[config.mk]
export PLATFORM = sky130hd
export DESIGN_NAME = smemSeq
export DESIGN_NICKNAME = d
export VERILOG_FILES = /design/src/rtl/smemPkg.sv /design/src/rtl/smemDatapath.sv /design/src/rtl/smemCtrl.sv /design/src/rtl/smemSeq.sv
export SDC_FILE = /design/constraint.sdc
export NUM_CORES = 1
export LEC_CHECK = 0
export BUFFER_PORTS_ARGS = -buffer_cell sky130_fd_sc_hd__buf_2
export CAP_MARGIN = 30
export CORE_AREA = 2 2 157 159
export CTS_BUF_LIST = sky130_fd_sc_hd__clkbuf_16
export DETAILED_ROUTE_END_ITERATION = 7
export DIE_AREA = 0 0 159 161
export GPL_ROUTABILITY_DRIVEN = 0
export PLACE_DENSITY = 0.63
export SYNTH_ARGS = -nofsm -noshare
export SYNTH_HDL_FRONTEND = slang
export SYNTH_SLANG_ARGS = --single-unit
[constraint.sdc]
create_clock -name clk -period 12.42 [get_ports clk]
set_input_delay 0.621 -clock clk [delete_from_list [all_inputs] [get_ports clk]]
set_output_delay 0.621 -clock clk [all_outputs]
set_load 0.02 [all_outputs]
[src/rtl/smemPkg.sv]
package smemPkg;
  localparam int BUS_W = 32;
  localparam int LANES = 4;

  typedef enum logic [1:0] {
    ST_IDLE = 2'd0,
    ST_ACC  = 2'd1,
    ST_TURN = 2'd2
  } seqStateT;

  typedef struct packed {
    logic load;     // latch a new request
    logic capture;  // fold current read piece into the result
    logic step;     // advance to the next sub-access
  } dpStrobeT;
endpackage

[src/rtl/smemDatapath.sv]
module smemDatapath
  import smemPkg::*;
#(
  parameter int ADDR_W = 12,
  parameter int NBANK  = 4,
  parameter int WAIT_W = 4
) (
  input  logic                    clk,
  input  logic                    rstN,
  input  dpStrobeT                strobe,
  input  logic                    reqWrite,
  input  logic [1:0]              reqSize,
  input  logic [ADDR_W-1:0]       reqAddr,
  input  logic [BUS_W-1:0]        reqWdata,
  input  logic [2*NBANK-1:0]      cfgWidth,
  input  logic [NBANK*WAIT_W-1:0] cfgRdWait,
  input  logic [NBANK*WAIT_W-1:0] cfgWrWait,
  input  logic [NBANK*WAIT_W-1:0] cfgOeDelay,
  input  logic [NBANK*WAIT_W-1:0] cfgWeDelay,
  input  logic [NBANK*WAIT_W-1:0] cfgPageWait,
  input  logic [NBANK*WAIT_W-1:0] cfgTurnWait,
  input  logic [BUS_W-1:0]        memDin,
  output logic                    isWrite,
  output logic                    lastSub,
  output logic [$clog2(NBANK)-1:0] bankSel,
  output logic [WAIT_W-1:0]       selRd,
  output logic [WAIT_W-1:0]       selWr,
  output logic [WAIT_W-1:0]       selOe,
  output logic [WAIT_W-1:0]       selWe,
  output logic [WAIT_W-1:0]       selPage,
  output logic [WAIT_W-1:0]       selTurn,
  output logic [ADDR_W-1:0]       memAddr,
  output logic [LANES-1:0]        memBlsN,
  output logic [BUS_W-1:0]        memDout,
  output logic [BUS_W-1:0]        rdata
);
  localparam int BANK_W = $clog2(NBANK);

  logic [1:0]        widArr  [NBANK];
  logic [WAIT_W-1:0] rdArr   [NBANK];
  logic [WAIT_W-1:0] wrArr   [NBANK];
  logic [WAIT_W-1:0] oeArr   [NBANK];
  logic [WAIT_W-1:0] weArr   [NBANK];
  logic [WAIT_W-1:0] pageArr [NBANK];
  logic [WAIT_W-1:0] turnArr [NBANK];

  for (genvar g = 0; g < NBANK; g++) begin : g_unpack
    assign widArr[g]  = cfgWidth[2*g +: 2];
    assign rdArr[g]   = cfgRdWait[g*WAIT_W +: WAIT_W];
    assign wrArr[g]   = cfgWrWait[g*WAIT_W +: WAIT_W];
    assign oeArr[g]   = cfgOeDelay[g*WAIT_W +: WAIT_W];
    assign weArr[g]   = cfgWeDelay[g*WAIT_W +: WAIT_W];
    assign pageArr[g] = cfgPageWait[g*WAIT_W +: WAIT_W];
    assign turnArr[g] = cfgTurnWait[g*WAIT_W +: WAIT_W];
  end

  logic [BANK_W-1:0] bankR;
  logic              writeR;
  logic [1:0]        sizeR;
  logic [ADDR_W-1:0] addrR;
  logic [BUS_W-1:0]  wdataR;
  logic [1:0]        idx;
  logic [BUS_W-1:0]  assembleR;

  always_ff @(posedge clk or negedge rstN) begin
    if (!rstN) begin
      bankR     <= '0;
      writeR    <= 1'b0;
      sizeR     <= 2'd0;
      addrR     <= '0;
      wdataR    <= '0;
      idx       <= 2'd0;
      assembleR <= '0;
    end else if (strobe.load) begin
      bankR     <= reqAddr[ADDR_W-1 -: BANK_W];
      writeR    <= reqWrite;
      sizeR     <= reqSize;
      addrR     <= reqAddr;
      wdataR    <= reqWdata;
      idx       <= 2'd0;
      assembleR <= '0;
    end else begin
      if (strobe.capture) assembleR <= rdata;
      if (strobe.step)    idx <= idx + 2'd1;
    end
  end

  assign isWrite = writeR;
  assign bankSel = bankR;
  assign selRd   = rdArr[bankR];
  assign selWr   = wrArr[bankR];
  assign selOe   = oeArr[bankR];
  assign selWe   = weArr[bankR];
  assign selPage = pageArr[bankR];
  assign selTurn = turnArr[bankR];

  // log2 byte counts: bank width, transfer size, per-access unit
  logic [1:0] wLog, sLog, uLog, subLog;
  logic [2:0] nSub;
  logic [1:0] pieceByte, laneMask, off;
  logic [3:0] byteEn;
  logic [6:0] laneShift;
  logic [BUS_W-1:0] dataMask, readPiece;
  logic [ADDR_W-1:0] subAddr;

  always_comb begin
    wLog      = (widArr[bankR] == 2'd0) ? 2'd0 : (widArr[bankR] == 2'd1) ? 2'd1 : 2'd2;
    sLog      = (sizeR == 2'd3) ? 2'd2 : sizeR;
    uLog      = (sLog < wLog) ? sLog : wLog;
    subLog    = sLog - uLog;
    nSub      = 3'd1 << subLog;
    lastSub   = ({1'b0, idx} == (nSub - 3'd1));
    pieceByte = idx << uLog;
    subAddr   = addrR + ADDR_W'(pieceByte);
    laneMask  = 2'((3'd1 << wLog) - 3'd1);
    off       = subAddr[1:0] & laneMask;
    byteEn    = 4'((5'd1 << (3'd1 << uLog)) - 5'd1);
    laneShift = {3'b000, byteEn} << off;
  end

  for (genvar l = 0; l < LANES; l++) begin : g_mask
    assign dataMask[8*l +: 8] = {8{byteEn[l]}};
  end

  assign memAddr   = subAddr;
  assign memBlsN   = ~laneShift[LANES-1:0];
  assign memDout   = ((wdataR >> {pieceByte, 3'b000}) & dataMask) << {off, 3'b000};
  assign readPiece = (memDin >> {off, 3'b000}) & dataMask;
  assign rdata     = assembleR | (readPiece << {pieceByte, 3'b000});
endmodule

[src/rtl/smemCtrl.sv]
module smemCtrl
  import smemPkg::*;
#(
  parameter int WAIT_W = 4
) (
  input  logic              clk,
  input  logic              rstN,
  input  logic              reqValid,
  input  logic              isWrite,
  input  logic              lastSub,
  input  logic [WAIT_W-1:0] selRd,
  input  logic [WAIT_W-1:0] selWr,
  input  logic [WAIT_W-1:0] selOe,
  input  logic [WAIT_W-1:0] selWe,
  input  logic [WAIT_W-1:0] selPage,
  input  logic [WAIT_W-1:0] selTurn,
  output dpStrobeT          strobe,
  output logic              csActive,
  output logic              oeActive,
  output logic              weActive,
  output logic              rdy
);
  seqStateT          state;
  logic [WAIT_W-1:0] tCnt, gapCnt;
  logic              inPage, resumeAcc;

  logic [WAIT_W-1:0] oeStart, weStart, gapLen;
  logic              phaseLast, endOfAcc;

  always_comb begin
    oeStart   = (selOe > selRd) ? selRd : selOe;
    weStart   = (selWe > selWr) ? selWr : selWe;
    gapLen    = (isWrite && selTurn == '0) ? WAIT_W'(1) : selTurn;
    phaseLast = inPage ? (tCnt == selPage) : isWrite ? (tCnt == selWr) : (tCnt == selRd);
    csActive  = (state == ST_ACC);
    endOfAcc  = csActive && phaseLast;
    oeActive  = csActive && !isWrite && (inPage || tCnt >= oeStart);
    weActive  = csActive && isWrite && (tCnt >= weStart);
    rdy       = endOfAcc && lastSub;
    strobe.load    = (state == ST_IDLE) && reqValid;
    strobe.capture = endOfAcc && !isWrite;
    strobe.step    = endOfAcc && !lastSub;
  end

  always_ff @(posedge clk or negedge rstN) begin
    if (!rstN) begin
      state     <= ST_IDLE;
      tCnt      <= '0;
      gapCnt    <= '0;
      inPage    <= 1'b0;
      resumeAcc <= 1'b0;
    end else begin
      case (state)
        ST_IDLE: begin
          if (reqValid) begin
            state  <= ST_ACC;
            tCnt   <= '0;
            inPage <= 1'b0;
          end
        end
        ST_ACC: begin
          if (!phaseLast) begin
            tCnt <= tCnt + WAIT_W'(1);
          end else begin
            tCnt <= '0;
            if (!lastSub) begin
              if (isWrite) begin
                state     <= ST_TURN;
                gapCnt    <= gapLen;
                resumeAcc <= 1'b1;
              end else begin
                inPage <= 1'b1;
              end
            end else begin
              inPage    <= 1'b0;
              resumeAcc <= 1'b0;
              if (gapLen != '0) begin
                state  <= ST_TURN;
                gapCnt <= gapLen;
              end else begin
                state <= ST_IDLE;
              end
            end
          end
        end
        ST_TURN: begin
          if (gapCnt == WAIT_W'(1)) begin
            state <= resumeAcc ? ST_ACC : ST_IDLE;
            tCnt  <= '0;
          end else begin
            gapCnt <= gapCnt - WAIT_W'(1);
          end
        end
        default: state <= ST_IDLE;
      endcase
    end
  end
endmodule

[src/rtl/smemSeq.sv]
module smemSeq
  import smemPkg::*;
#(
  parameter int ADDR_W = 12,
  parameter int NBANK  = 4,
  parameter int WAIT_W = 4
) (
  input  logic                    clk,
  input  logic                    rstN,
  input  logic                    reqValid,
  input  logic                    reqWrite,
  input  logic [1:0]              reqSize,
  input  logic [ADDR_W-1:0]       reqAddr,
  input  logic [31:0]             reqWdata,
  output logic                    rdy,
  output logic [31:0]             rdata,
  input  logic [2*NBANK-1:0]      cfgWidth,
  input  logic [NBANK*WAIT_W-1:0] cfgRdWait,
  input  logic [NBANK*WAIT_W-1:0] cfgWrWait,
  input  logic [NBANK*WAIT_W-1:0] cfgOeDelay,
  input  logic [NBANK*WAIT_W-1:0] cfgWeDelay,
  input  logic [NBANK*WAIT_W-1:0] cfgPageWait,
  input  logic [NBANK*WAIT_W-1:0] cfgTurnWait,
  output logic [NBANK-1:0]        memCsN,
  output logic                    memOeN,
  output logic                    memWeN,
  output logic [3:0]              memBlsN,
  output logic [ADDR_W-1:0]       memAddr,
  output logic [31:0]             memDout,
  input  logic [31:0]             memDin
);
  localparam int BANK_W = $clog2(NBANK);

  dpStrobeT          strobe;
  logic              isWrite, lastSub, csActive, oeActive, weActive;
  logic [BANK_W-1:0] bankSel;
  logic [WAIT_W-1:0] selRd, selWr, selOe, selWe, selPage, selTurn;

  smemDatapath #(.ADDR_W(ADDR_W), .NBANK(NBANK), .WAIT_W(WAIT_W)) u_dp (
    .clk(clk), .rstN(rstN), .strobe(strobe),
    .reqWrite(reqWrite), .reqSize(reqSize), .reqAddr(reqAddr), .reqWdata(reqWdata),
    .cfgWidth(cfgWidth), .cfgRdWait(cfgRdWait), .cfgWrWait(cfgWrWait),
    .cfgOeDelay(cfgOeDelay), .cfgWeDelay(cfgWeDelay),
    .cfgPageWait(cfgPageWait), .cfgTurnWait(cfgTurnWait),
    .memDin(memDin), .isWrite(isWrite), .lastSub(lastSub), .bankSel(bankSel),
    .selRd(selRd), .selWr(selWr), .selOe(selOe), .selWe(selWe),
    .selPage(selPage), .selTurn(selTurn),
    .memAddr(memAddr), .memBlsN(memBlsN), .memDout(memDout), .rdata(rdata)
  );

  smemCtrl #(.WAIT_W(WAIT_W)) u_ctrl (
    .clk(clk), .rstN(rstN), .reqValid(reqValid),
    .isWrite(isWrite), .lastSub(lastSub),
    .selRd(selRd), .selWr(selWr), .selOe(selOe), .selWe(selWe),
    .selPage(selPage), .selTurn(selTurn),
    .strobe(strobe), .csActive(csActive), .oeActive(oeActive),
    .weActive(weActive), .rdy(rdy)
  );

  for (genvar g = 0; g < NBANK; g++) begin : g_cs
    assign memCsN[g] = !(csActive && bankSel == BANK_W'(g));
  end

  assign memOeN = !oeActive;
  assign memWeN = !weActive;
endmodule

Word level (Yosys, flattened, before mapping)
Index checks and enable logic that the tools add are counted.
{"block": "op_classes", "shifts": 10, "muxes": 59, "order_cmp": 6, "eq_ne": 19, "bitwise": 6, "n_reduce_logical": 39, "add_sub_neg": 8}
{"cell": "$mux 4", "count": 23}
{"cell": "$and 32x32->32", "count": 2}
{"cell": "$mux 32", "count": 2}
{"cell": "$shl 32x5->32", "count": 2}
{"cell": "$shr 32x5->32", "count": 2}
{"cell": "$bmux 4 s2", "count": 6}
{"cell": "$or 32x32->32", "count": 1}
{"cell": "$mux 2", "count": 14}
{"cell": "$logic_and 1x1->1", "count": 14}
{"cell": "$add 12x2->12", "count": 1}
{"cell": "$eq 4x4->1", "count": 3}
{"cell": "$pmux 4 s3", "count": 1}
{"cell": "$reduce_bool 2->1", "count": 5}
{"cell": "$mux 1", "count": 9}
{"cell": "$eq 2x2->1 const B", "count": 4}
{"cell": "$ge 4x4->1", "count": 2}
{"cell": "$gt 4x4->1", "count": 2}
{"cell": "$logic_not 1->1", "count": 8}
{"cell": "$pmux 4 s2", "count": 1}
{"cell": "$reduce_and 4->1", "count": 2}
{"cell": "$sub 4x1->4 const B", "count": 2}
{"cell": "$eq 2x1->1 const B", "count": 3}
{"cell": "$logic_not 2->1", "count": 3}
{"cell": "$pmux 2 s3", "count": 1}
{"cell": "30 further kinds", "count": 34}
{"block": "word_totals", "ff_bits": 95, "elab_cells": 159}

Logic depth before layout (Yosys ltp)
Gate-level depths: netlist (run 1).
{"block": "depth", "word_depth": 18, "ltp_mapped": 20, "ltp_nobuf": 15}

By module
Synthesis (run 1) repeated with hierarchy kept, for this count alone.
{"block": "hier_totals", "hier_cells": 847, "hier_area_um2": 8045.2}
{"module": "smemDatapath", "n_inst": 1, "cells_per_inst": 675, "area_per_inst_um2": 6595.1, "seq_area_each_um2": 2026.9}
{"module": "smemCtrl", "n_inst": 1, "cells_per_inst": 166, "area_per_inst_um2": 1413.9, "seq_area_each_um2": 300.3}
{"module": "smemSeq", "n_inst": 1, "cells_per_inst": 6, "area_per_inst_um2": 36.3, "seq_area_each_um2": 0.0}

Least setup slack after synthesis (run 1)
OpenSTA, ideal clock, no wires.
{"block": "synth_timing", "path_type": "input to output", "from": "input port cfgWidth[7]", "to": "output port memDout[16]", "path_buffers": 5, "t_required_ps": 11799, "arrival_ps": 5166, "slack_ps": 6633, "cell_stages": 18, "cell_sequence": "mux4_2 -> buf_4 -> inv_1 -> ha_1 -> or4b_1 -> clkbuf_1 -> and2_1 -> a21boi_2 -> a21oi_4 -> inv_2 -> buf_6 -> fa_1 -> nand2_1 -> buf_2 -> buf_2 -> nor3_1 -> a22oi_1 -> o21ai_0"}
{"item": "start: declaration", "line": "smemSeq.sv:17", "source": "input logic [2*NBANK-1:0] cfgWidth,"}
{"item": "$bmux 2 s2 (*)", "line": "smemDatapath.sv:107", "source": "wLog = (widArr[bankR] == 2'd0) ? 2'd0 : (widArr[bankR] == 2'd1) ? 2'd1 : 2'd2;"}
{"item": "$mux 2 (not written as such) (*) (2 in a row)", "line": "smemDatapath.sv:107"}
{"item": "$eq 2x1->1", "line": "smemDatapath.sv:107"}
{"item": "$mux 2", "line": "smemDatapath.sv:107"}
{"item": "$mux 2 (*)", "line": "smemDatapath.sv:107"}
{"item": "$lt 2x2->1", "line": "smemDatapath.sv:109", "source": "uLog = (sLog < wLog) ? sLog : wLog;"}
{"item": "$mux 2 (*)", "line": "smemDatapath.sv:109"}
{"item": "$shl 2x2->2 (*)", "line": "smemDatapath.sv:113", "source": "pieceByte = idx << uLog;"}
{"item": "$add 12x2->12 (*)", "line": "smemDatapath.sv:114", "source": "subAddr = addrR + ADDR_W'(pieceByte);"}
{"item": "via memAddr[1]", "line": "smemSeq.sv:28", "source": "output logic [ADDR_W-1:0] memAddr,"}
{"item": "$and 2x2->2 (*)", "line": "smemDatapath.sv:116", "source": "off = subAddr[1:0] & laneMask;"}
{"item": "$shl 32x5->32 (*)", "line": "smemDatapath.sv:127", "source": "assign memDout = ((wdataR >> {pieceByte, 3'b000}) & dataMask) << {off, 3'b000};"}
{"item": "end: declaration", "line": "smemSeq.sv:29", "source": "output logic [31:0] memDout,"}
The timed path passes the listed nets; every way through them passes the cells marked *. The select of a mux whose other input is x is not followed.

==> reports/results.md, run 1 <==
## Run status
• outcome: complete, no violations

## Floorplanning
• Die W: 159 um
• number of top-level pins: 273
• Core Region: 24000 um2
• Die Outline Area: 25600 um2
• vertical die dimension: 161 um
• initial core utilization: 0.334
• row cnt: 57

## CTS
• clock-pin slew reported for the worst setup and hold paths after clock tree synthesis: 70 ps
• insertion delay of the later-clocked pin in the worst-skew pair: 350 ps
• post-cts gate resize count: 0
• number of buffers inserted during clock tree synthesis: 9
• number of levels in the clock H-tree: 3
• CTS Sinks: 93
• post-CTS setup-driven buffer insertion count: 0
• CTS tree: done
• number of buffers inserted for hold repair after clock tree synthesis: 0
• Root Buffer: sky130_fd_sc_hd__clkbuf_16
• clock tree buffer depth: 2

## Route
• routed via count divided by cell count: 5.46
• WL per Instance: 18.6 um
• total via count in the routed design: 8189
• residual DRC count: 0
• Detailed Route WL: 27.8 mm
• TritonRoute pass-1 iters: 5
• drt first-iter violations: 732
• antenna-violating nets left: 0

## Worst setup path
• data arrival at the endpoint of the critical path: 6920 ps
• Crit Path Max Fanout: 41
• Crit Path Class: register to output port
• cell breakdown of the critical path: buf_4 -> mux4_2 -> inv_1 -> ha_1 -> or4b_1 -> and2_1 -> a21boi_2 -> a21oi_4 -> inv_2 -> fa_1 -> nand2_1 -> buf_4 -> and3_1 -> and3_1 -> a2111oi_0 -> nor2_1 -> buf_2
• beginning of the worst register-to-register path: u_dp.addrR[10]$_DFFE_PN0P_
• required arrival time at the worst endpoint: 11800 ps
• critical path startpoint category: register
• crit-path max cell delay: 730 ps
• element type at the critical path end: output port
• worst reg2reg path depth: 16
• end of the worst register-to-register path: u_dp.assembleR[31]$_DFFE_PN0P_
• minimum setup slack among reg-to-reg paths: 5870 ps
• master of the slowest instance on the critical path: sky130_fd_sc_hd__a21oi_4

## Logic synthesis
• Post-Syn Area: 8000 um2
• flops & latches, synth: 93
• sequential-to-total area share from yosys stat: 0.291
• net count after synthesis: 1156
• count of distinct cell types in the synthesized netlist: 69
• Mapped Avg Cell Area: 8.49 um2
• EDFF count, synth: 0
• yosys synthesis warning count: 0
• count of mapped cells out of synthesis: 942
• most common flop cell mapped by yosys: sky130_fd_sc_hd__dfrtp_1
• Post-synth ARST share: 1.00

## STA
• max-slew headroom at the worst pin: 0.287
• endpoints failing setup: 0
• min cycle time layout: 7540 ps
• achievable frequency: 133 MHz
• transition at the pin with the smallest max-transition slack: 1070 ps
• count of final max-slew check failures: 0
• fraction of the cycle the final worst path needs: 0.607
• Sum Neg Setup Slack: 0 ps
• unrepaired setup endpoints after global routing: false
• Fin. Hold Viols: 0
• worst hold slack across all endpoints: 280 ps
• setup clock skew after layout: 10.9 ps

## Place
• # placed instances: 1483
• HPWL after DPL: 21.5 mm
• number of buffers inserted by port buffering: 272

## GRT
• met1 layer usage reported by global route: 0.273
• maximum number of pins on one net before global-route repair: 69
• first-pass GRT wire length: 43.1 mm
• via count of the first global-routing pass: 7917
• met2 GRT Util: 0.367
• global-route usage over all layers: 0.212
• antenna violations before repair: 0
• overall overflow remaining after global route: 0
• layer with the highest usage: met2
• met3 layer usage reported by global route: 0.0395

## Pwr
• power per unit of standard cell area: 326 nW/um2
• cell leakage power: 0.00535 uW
• maximum ir drop on the vdd rail: 0.000140 V
• post-layout total power: 3220 uW

## Layout
• nets: 1384
• Util after Layout: 0.412
• diode count: 0
• signed area change from the synthesized netlist to the final layout: 23.4%
• layout cell share with drive strength beyond 1: 0.292
• final standard cell count with taps included and fillers excluded: 1499
• fill cell total of the finished layout: 2506

## Worst hold path
• hold crit path type: input pin to asynchronous set/reset pin

## Job
• number of maximum-capacitance violations: 0

## registers in the layout (all words and copies together) (netlist names)
name,count
u_dp.addrR,12
u_dp.wdataR,32
u_ctrl.resumeAcc,1
u_dp.sizeR,2
u_dp.isWrite,1
u_ctrl.gapCnt,4
u_ctrl.state,2
u_ctrl.inPage,1
u_ctrl.tCnt,4
u_dp.idx,2
u_dp.assembleR,32
## critical path: cells and delay by family (launching register included)
kind	cells	cell delay, ps
buffers and inverters	5	1420
adders and majority gates	2	900
DFF	1	350
and+or+nand+nor	6	1610
muxes	1	720
AOI/OAI and AO/OA	3	1530
## worst max path at each step
stage / start / endpoint / slack [ps] / depth (start not counted)
2_1_floorplan: cfgWidth[7] / memDout[16] / 6630 / 18
3_3_place_gp: u_dp.addrR[10]$_DFFE_PN0P_ / rdata[31] / 5310 / 17
3_5_place_dp: u_dp.addrR[10]$_DFFE_PN0P_ / rdata[24] / 5240 / 17
4_1_cts: u_dp.addrR[10]$_DFFE_PN0P_ / rdata[24] / 4840 / 17
5_1_grt: u_dp.addrR[10]$_DFFE_PN0P_ / rdata[24] / 4370 / 17
6_report: u_dp.addrR[10]$_DFFE_PN0P_ / rdata[31] / 4880 / 17
## synthesized netlist by cell type (8+ instances only)
master | number | share of area
sky130_fd_sc_hd__xnor2_1 | 13 | 0.014
sky130_fd_sc_hd__dfrtp_1 | 93 | 0.29
sky130_fd_sc_hd__a211oi_1 | 8 | 0.0075
sky130_fd_sc_hd__nand3_1 | 12 | 0.0075
sky130_fd_sc_hd__a221oi_1 | 8 | 0.0088
sky130_fd_sc_hd__buf_2 | 14 | 0.0088
sky130_fd_sc_hd__nor2_1 | 62 | 0.029
sky130_fd_sc_hd__nor2b_1 | 24 | 0.019
sky130_fd_sc_hd__o21ai_0 | 44 | 0.028
sky130_fd_sc_hd__nand2b_1 | 14 | 0.011
sky130_fd_sc_hd__o211a_1 | 24 | 0.030
sky130_fd_sc_hd__mux4_2 | 24 | 0.068
sky130_fd_sc_hd__and3_1 | 17 | 0.013
sky130_fd_sc_hd__nor3_1 | 30 | 0.019
sky130_fd_sc_hd__a22oi_1 | 14 | 0.013
sky130_fd_sc_hd__a221o_1 | 18 | 0.023
sky130_fd_sc_hd__a21oi_1 | 37 | 0.023
sky130_fd_sc_hd__clkbuf_1 | 38 | 0.018
sky130_fd_sc_hd__nand2_1 | 168 | 0.079
sky130_fd_sc_hd__a21o_1 | 30 | 0.028
sky130_fd_sc_hd__inv_1 | 30 | 0.014
sky130_fd_sc_hd__mux2i_1 | 43 | 0.054
sky130_fd_sc_hd__a31oi_1 | 10 | 0.0078
sky130_fd_sc_hd__o22ai_1 | 18 | 0.014
sky130_fd_sc_hd__ha_1 | 27 | 0.042
## stage by stage
step | area [um2] | worst slack [ps]
5_1_grt | 9870 | 4370
6_report | 9870 | 4880
4_1_cts | 9870 | 4840
3_5_place_dp | 9550 | 5240
3_3_place_gp | 9550 | 5310
2_1_floorplan | 8000 | 6630
## metal layers
layer	part of all wire	vias to the layer above
met3	0.072	21
met1	0.43	3842
met2	0.48	386
met4	0.015	0
li1	-	3940
met5	0	-
## layout make-up
| class | count | area, um2 | area share |
|---|---|---|---|
| Clock buffer | 9 | 225 | 0.0228 |
| Clock inverter | 7 | 96.3 | 0.00976 |
| Inverter | 32 | 123 | 0.0124 |
| Multi-Input combinational cell | 753 | 5260 | 0.533 |
| Sequential cell | 93 | 2330 | 0.236 |
| Tap cell | 324 | 405 | 0.0411 |
| Timing Repair Buffer | 281 | 1430 | 0.145 |
## layout by cell type, fill, tap and decap left out, types with 4 or more instances in the layout
master / n
sky130_fd_sc_hd__clkbuf_16: 9
sky130_fd_sc_hd__buf_2: 271
sky130_fd_sc_hd__a221o_1: 18
sky130_fd_sc_hd__mux2i_1: 43
sky130_fd_sc_hd__a21oi_1: 37
sky130_fd_sc_hd__dfrtp_1: 92
sky130_fd_sc_hd__a211oi_1: 8
sky130_fd_sc_hd__mux2_2: 4
sky130_fd_sc_hd__o22ai_1: 18
sky130_fd_sc_hd__nor3b_1: 7
sky130_fd_sc_hd__mux4_2: 24
sky130_fd_sc_hd__nor2_1: 62
sky130_fd_sc_hd__nor2b_1: 24
sky130_fd_sc_hd__a31oi_1: 10
sky130_fd_sc_hd__a2111oi_1: 5
sky130_fd_sc_hd__ha_1: 27
sky130_fd_sc_hd__o211a_1: 24
sky130_fd_sc_hd__a21o_1: 30
sky130_fd_sc_hd__o2bb2ai_1: 7
sky130_fd_sc_hd__inv_1: 31
sky130_fd_sc_hd__nand2b_1: 14
sky130_fd_sc_hd__xnor2_1: 13
sky130_fd_sc_hd__nor3_1: 30
sky130_fd_sc_hd__o21ai_0: 44
sky130_fd_sc_hd__xor2_1: 7
sky130_fd_sc_hd__nand3b_1: 6
sky130_fd_sc_hd__buf_4: 10
sky130_fd_sc_hd__a222oi_1: 4
sky130_fd_sc_hd__a31o_2: 5
sky130_fd_sc_hd__o221ai_1: 6
sky130_fd_sc_hd__and2_1: 6
sky130_fd_sc_hd__a221oi_1: 8
sky130_fd_sc_hd__and3_1: 17
sky130_fd_sc_hd__a22oi_1: 14
sky130_fd_sc_hd__or3_1: 4
sky130_fd_sc_hd__nand3_1: 12
sky130_fd_sc_hd__o21a_1: 6
sky130_fd_sc_hd__nand2_1: 167
## logic make-up (layout without fill, tap and decap cells)
| logic type | Yosys count | after routing | share of synthesized area |
|---|---|---|---|
| XOR/XNOR | 20 | 20 | 0.0219 |
| AO/OA/AOI/OAI | 271 | 271 | 0.252 |
| multiplexers | 71 | 71 | 0.127 |
| buffers and inverters | 96 | 329 | 0.0518 |
| AND/OR/NAND/NOR | 363 | 363 | 0.212 |
| adder cells (fa/ha/maj) | 28 | 28 | 0.0447 |
| flip-flops | 93 | 93 | 0.291 |
## power breakdown
part	switching, uW	total, uW	internal (uW)
Combinational	1490	2370	882
Clock	129	306	177
Sequential	133	542	409
Total	1750	3220	1470
No activity file was read; power rests on OpenSTA's default activity.
==> run 2, diff against run 1 <==
==> constraint.sdc (replaced) <==
create_clock -name clk -period 7.3 [get_ports clk]
set_input_delay 0.365 -clock clk [delete_from_list [all_inputs] [get_ports clk]]
set_output_delay 0.365 -clock clk [all_outputs]
set_load 0.02 [all_outputs]
==> reports/results.md, run 2 (synthesized netlist as in run 1, its figures left out) <==
## Run status
• outcome: complete, but fails checks
• violations in the final reports: hold timing

## CTS
• CTS Sinks: 93, unchanged
• insertion delay of the later-clocked pin in the worst-skew pair: 360 ps, about the same
• clock tree buffer depth: 2, unchanged
• CTS tree: done
• post-cts gate resize count: 0, unchanged
• clock-pin slew reported for the worst setup and hold paths after clock tree synthesis: 70 ps, about the same
• Root Buffer: sky130_fd_sc_hd__clkbuf_16
• number of buffers inserted during clock tree synthesis: 9, unchanged
• number of levels in the clock H-tree: 3, unchanged
• post-CTS setup-driven buffer insertion count: 0, unchanged
• number of buffers inserted for hold repair after clock tree synthesis: 0, unchanged

## Floorplanning
• row cnt: 57, unchanged
• Die Outline Area: 25600 um2, unchanged
• initial core utilization: 0.334, unchanged
• Die W: 159 um, unchanged
• vertical die dimension: 161 um, unchanged
• Core Region: 24000 um2, unchanged
• number of top-level pins: 273, unchanged

## STA
• Fin. Hold Viols: 1, +1
• achievable frequency: 157 MHz
• worst hold slack across all endpoints: -3.22 ps, -284 ps
• fraction of the cycle the final worst path needs: 0.875
• count of final max-slew check failures: 0, unchanged
• setup clock skew after layout: 18.2 ps, +7.23 ps
• transition at the pin with the smallest max-transition slack: 960 ps, -107 ps
• Sum Neg Setup Slack: 0 ps, unchanged
• unrepaired setup endpoints after global routing: false
• endpoints failing setup: 0, unchanged
• max-slew headroom at the worst pin: 0.359, +0.0713
• min cycle time layout: 6390 ps

## GRT
• global-route usage over all layers: 0.214, +0.00183
• overall overflow remaining after global route: 0, unchanged
• maximum number of pins on one net before global-route repair: 69, unchanged
• met1 layer usage reported by global route: 0.276, +0.00249
• met2 GRT Util: 0.371, +0.00395
• via count of the first global-routing pass: 7916, -0.013%
• first-pass GRT wire length: 43.5 mm, +0.88%
• antenna violations before repair: 1, +1
• met3 layer usage reported by global route: 0.0419, +0.00231
• layer with the highest usage: met2

## Layout
• most frequent cells in the layout: sky130_fd_sc_hd__buf_2 (272), sky130_fd_sc_hd__nand2_1 (167), sky130_fd_sc_hd__dfrtp_1 (92)
• diode count: 0, unchanged
• layout cell share with drive strength beyond 1: 0.295, +0.00265
• fill cell total of the finished layout: 2540, +1.4%
• nets: 1387, +0.22%
• largest registers ranked by flip-flop count: u_dp.assembleR x32, u_dp.wdataR x32, u_dp.addrR x12
• most common library cell in the layout ignoring fill and taps: sky130_fd_sc_hd__buf_2
• signed area change from the synthesized netlist to the final layout: 23.2%

## Job
• number of maximum-capacitance violations: 0, unchanged

## Worst setup path
• worst reg2reg path depth: 16, unchanged
• critical path startpoint category: register
• Crit Path Max Fanout: 37, -9.8%
• Crit Path Class: register to output port
• data arrival at the endpoint of the critical path: 6020 ps, -900 ps
• minimum setup slack among reg-to-reg paths: 1670 ps, -4200 ps
• required arrival time at the worst endpoint: 6930 ps, -4870 ps
• end of the worst register-to-register path: u_dp.assembleR[31]$_DFFE_PN0P_
• beginning of the worst register-to-register path: u_dp.addrR[10]$_DFFE_PN0P_
• element type at the critical path end: output port

## Place
• number of buffers inserted by port buffering: 272, unchanged
• HPWL after DPL: 21.7 mm, +0.97%

## Route
• residual DRC count: 0, unchanged
• Detailed Route WL: 28.1 mm, +0.93%
• routed via count divided by cell count: 5.44, -0.44%
• antenna-violating nets left: 0, unchanged
• WL per Instance: 18.7 um, +0.73%
• total via count in the routed design: 8169, -0.24%
• drt first-iter violations: 653, -11%
• TritonRoute pass-1 iters: 5, unchanged

## Worst hold path
• hold crit path type: input pin to asynchronous set/reset pin

## Pwr
• power per unit of standard cell area: 552 nW/um2, +69%
• maximum ir drop on the vdd rail: 0.000426 V, +200%
• cell leakage power: 0.00534 uW, -0.21%
• post-layout total power: 5440 uW, +69%

-- run 2: cell types whose count changed in the layout (fill, tap and decap cells not counted), sizes merged --
cell      previous run  this run
bufinv               2         0
inv                 35        34
clkinvlp             2         3
clkinv               0         2
buf                281       284
-- run 2: area by class of cell --
cell class	instances	area, um2	area share
clock inverter	7	57.6	0.00584
sequential	93	2330	0.236
multi-input combinational	753	5260	0.534
clock buffer	9	225	0.0229
tap	324	405	0.0411
inverter	32	123	0.0124
timing repair buffer	284	1450	0.147
-- run 2: how the worst max path moves through the flow --
stage,cells past startpoint,startpoint,to
finish,17,u_dp.addrR[10]$_DFFE_PN0P_,rdata[24]
global route,17,u_dp.addrR[10]$_DFFE_PN0P_,rdata[24]
CTS,17,u_dp.addrR[10]$_DFFE_PN0P_,rdata[24]
detailed placement,18,cfgWidth[7],rdata[24]
global placement,18,cfgWidth[7],rdata[31]
floorplan,19,u_dp.addrR[10]$_DFFE_PN0P_,memDout[16]
-- run 2: routing by layer --
| metal | up-vias | share of wire |
|---|---|---|
| li1 | 3935 | - |
| met1 | 3795 | 0.42 |
| met2 | 403 | 0.49 |
| met3 | 34 | 0.075 |
| met4 | 2 | 0.017 |
| met5 | - | 0.00046 |
-- run 2: power breakdown --
| part | leakage, uW | internal [uW] | switching, uW |
|---|---|---|---|
| logic | 0.00401 | 1510 | 2540 |
| registers | 0.00121 | 696 | 232 |
| clock network | 0.000129 | 235 | 230 |
-- run 2: stage by stage --
step / hold slack, ps / cell area (um2) / util / instances / worst slack, ps
detailed placement: 404 / 9570 / 0.399 / 1485 / 1230
global route: 39.6 / 9850 / 0.411 / 1502 / 556
finish: -3.22 / 9850 / 0.411 / 1502 / 914
CTS: 19.1 / 9850 / 0.411 / 1501 / 923
floorplan: 69.4 / 8000 / - / 942 / 1900
global placement: 411 / 9570 / 0.399 / 1485 / 1290
-- run 2: worst max-delay path, stage by stage (launching register included) --
cell and delay [ps]:
sky130_fd_sc_hd__dfrtp_2 370, sky130_fd_sc_hd__mux4_2 660, sky130_fd_sc_hd__inv_1 140, sky130_fd_sc_hd__ha_1 270
sky130_fd_sc_hd__or4b_1 630, sky130_fd_sc_hd__and2_1 230, sky130_fd_sc_hd__a21boi_2 230, sky130_fd_sc_hd__a21oi_4 170
sky130_fd_sc_hd__buf_4 340, sky130_fd_sc_hd__inv_2 250, sky130_fd_sc_hd__fa_1 580, sky130_fd_sc_hd__nand2_1 50
sky130_fd_sc_hd__buf_4 270, sky130_fd_sc_hd__and2_1 240, sky130_fd_sc_hd__and2_1 300, sky130_fd_sc_hd__a2111oi_0 580
sky130_fd_sc_hd__nor2_1 140, sky130_fd_sc_hd__buf_2 190
==> run 3, diff against run 2 <==
==> constraint.sdc (replaced) <==
create_clock -name clk -period 7.3 [get_ports clk]
set_input_delay 0.365 -clock clk [delete_from_list [all_inputs] [get_ports clk]]
set_output_delay 0.365 -clock clk [all_outputs]
set_load 0.05 [all_outputs]
==> reports/results.md, run 3 (synthesized netlist as in run 1, its figures left out) <==
## Run status
• outcome: complete, no violations

## STA
• count of final max-slew check failures: 0, unchanged
• setup clock skew after layout: 10.8 ps, -7.40 ps
• Fin. Hold Viols: 0, -1
• min cycle time layout: 6050 ps, -331 ps
• max-slew headroom at the worst pin: 0.307, -0.0519
• unrepaired setup endpoints after global routing: false
• worst hold slack across all endpoints: 198 ps, +202 ps
• Sum Neg Setup Slack: 0 ps, unchanged
• endpoints failing setup: 0, unchanged
• fraction of the cycle the final worst path needs: 0.829, -0.0454
• achievable frequency: 165 MHz, +5.5%
• transition at the pin with the smallest max-transition slack: 1040 ps, +77.6 ps

## Route
• drt first-iter violations: 666, +2.0%
• WL per Instance: 18.9 um, +1.0%
• residual DRC count: 0, unchanged
• TritonRoute pass-1 iters: 5, unchanged
• total via count in the routed design: 8220, +0.62%
• antenna-violating nets left: 0, unchanged
• routed via count divided by cell count: 5.48, +0.69%
• Detailed Route WL: 28.3 mm, +0.97%

## Worst setup path
• Crit Path Class: register to output port
• crit-path max cell delay: 680 ps, +20 ps
• data arrival at the endpoint of the critical path: 5690 ps, -330 ps
• minimum setup slack among reg-to-reg paths: 2070 ps, +400 ps
• cell breakdown of the critical path: mux4_2 -> inv_1 -> ha_1 -> or4b_1 -> and2_1 -> a21boi_2 -> a21oi_4 -> inv_2 -> fa_1 -> nand2_1 -> buf_4 -> and2_1 -> and2_1 -> a2111oi_0 -> nor2_1 -> buf_2
• most used cell along the critical path: sky130_fd_sc_hd__and2_1
• critical path startpoint category: register
• Crit Path Max Fanout: 37, unchanged
• required arrival time at the worst endpoint: 6930 ps, about the same
• element type at the critical path end: output port
• master of the slowest instance on the critical path: sky130_fd_sc_hd__a2111oi_0

## CTS
• number of buffers inserted during clock tree synthesis: 9, unchanged
• clock tree buffer depth: 2, unchanged
• insertion delay of the later-clocked pin in the worst-skew pair: 360 ps, about the same
• CTS tree: done
• post-CTS setup-driven buffer insertion count: 0, unchanged
• CTS Sinks: 93, unchanged
• number of levels in the clock H-tree: 3, unchanged
• Root Buffer: sky130_fd_sc_hd__clkbuf_16
• clock-pin slew reported for the worst setup and hold paths after clock tree synthesis: 70 ps, about the same

## GRT
• via count of the first global-routing pass: 7920, +0.051%
• overall overflow remaining after global route: 0, unchanged
• maximum number of pins on one net before global-route repair: 63, -8.7%
• first-pass GRT wire length: 44.0 mm, +1.2%
• global-route usage over all layers: 0.217, +0.00288
• antenna violations before repair: 2, +1

## Layout
• largest registers ranked by flip-flop count: u_dp.assembleR x32, u_dp.wdataR x32, u_dp.addrR x12
• area of the multi-input gates: 5260 um2, unchanged
• Sequential cell area: 2330 um2, unchanged
• layout cell share with drive strength beyond 1: 0.293, -0.00145
• signed area change from the synthesized netlist to the final layout: 23.7%
• diode count: 0, unchanged
• most common library cell in the layout ignoring fill and taps: sky130_fd_sc_hd__buf_2
• most frequent cells in the layout: sky130_fd_sc_hd__buf_2 (271), sky130_fd_sc_hd__nand2_1 (167), sky130_fd_sc_hd__dfrtp_1 (92)
• nets: 1387, unchanged
• fill cell total of the finished layout: 2494, -1.8%

## Floorplanning
• number of top-level pins: 273, unchanged
• Core Region: 24000 um2, unchanged
• vertical die dimension: 161 um, unchanged
• Die W: 159 um, unchanged
• Die Outline Area: 25600 um2, unchanged
• initial core utilization: 0.334, unchanged
• row cnt: 57, unchanged

## Job
• number of maximum-capacitance violations: 0, unchanged

## Place
• HPWL after DPL: 22.0 mm, +1.6%
• number of buffers inserted by port buffering: 272, unchanged

## Worst hold path
• hold crit path type: input pin to register

[run 3: metrics by stage]
stage                     utilization  area [um2]  cells  setup WS, ps
after global placement          0.399        9570   1485          1630
after CTS                       0.413        9890   1501          1230
after floorplan                     -        8000    942          1300
after global routing            0.413        9890   1501           844
after detailed placement        0.399        9570   1485          1540
final                           0.413        9890   1501          1250
[run 3: worst paths after layout]
| kind | depth (start not counted) | to | startpoint |
|---|---|---|---|
| worst max-delay path | 16 | rdata[24] | u_dp.addrR[10]$_DFFE_PN0P_ |
| worst min-delay path | 3 | u_dp.addrR[2]$_DFFE_PN0P_ | reqAddr[2] |
| worst max register to register | 15 | u_dp.assembleR[24]$_DFFE_PN0P_ | u_dp.addrR[10]$_DFFE_PN0P_ |
| worst min register to register | 2 | u_dp.wdataR[4]$_DFFE_PN0P_ | u_dp.wdataR[4]$_DFFE_PN0P_ |
| max in group asynchronous | 3 | u_dp.wdataR[28]$_DFFE_PN0P_ | rstN |
| min in group asynchronous | 2 | u_ctrl.gapCnt[1]$_DFFE_PN0P_ | rstN |
[run 3: what timing repair did]
| item | 4_1_cts | 5_1_grt |
|---|---|---|
| resized for setup | 0 | 0 |
| hold buffers | 1 | 0 |
| hold endpoints to repair | 2 | 0 |
[run 3: area by class of cell]
cell class	count	share of cell area
Inverter	32	0.0124
Clock inverter	6	0.00948
Tap cell	324	0.0410
Multi-Input combinational cell	753	0.532
Timing Repair Buffer	284	0.147
Sequential cell	93	0.235
Clock buffer	9	0.0228
[run 3: layer usage]
metal | share of wire | track usage | vias up | wire length (um)
met1 | 0.43 | 0.285 | 3842 | 12200
met3 | 0.071 | 0.0424 | 39 | 2000
met5 | 0.00088 | 0 | - | 25
li1 | - | - | 3953 | -
met4 | 0.019 | 0.0607 | 4 | 537
met2 | 0.48 | 0.365 | 382 | 13500
[run 3: worst max-delay path, delay by kind of cell, from the launching register on]
family | cells | cell delay [ps]
adders and majority gates | 2 | 840
and+or+nand+nor | 6 | 1560
muxes | 1 | 640
buffers and inverters | 4 | 790
AOI/OAI and AO/OA | 3 | 1110
DFF | 1 | 380
Power of run 3 is left out: the tool's default activity adds up to more than one toggle a clock period on the data nets, which glitch-free logic cannot reach.
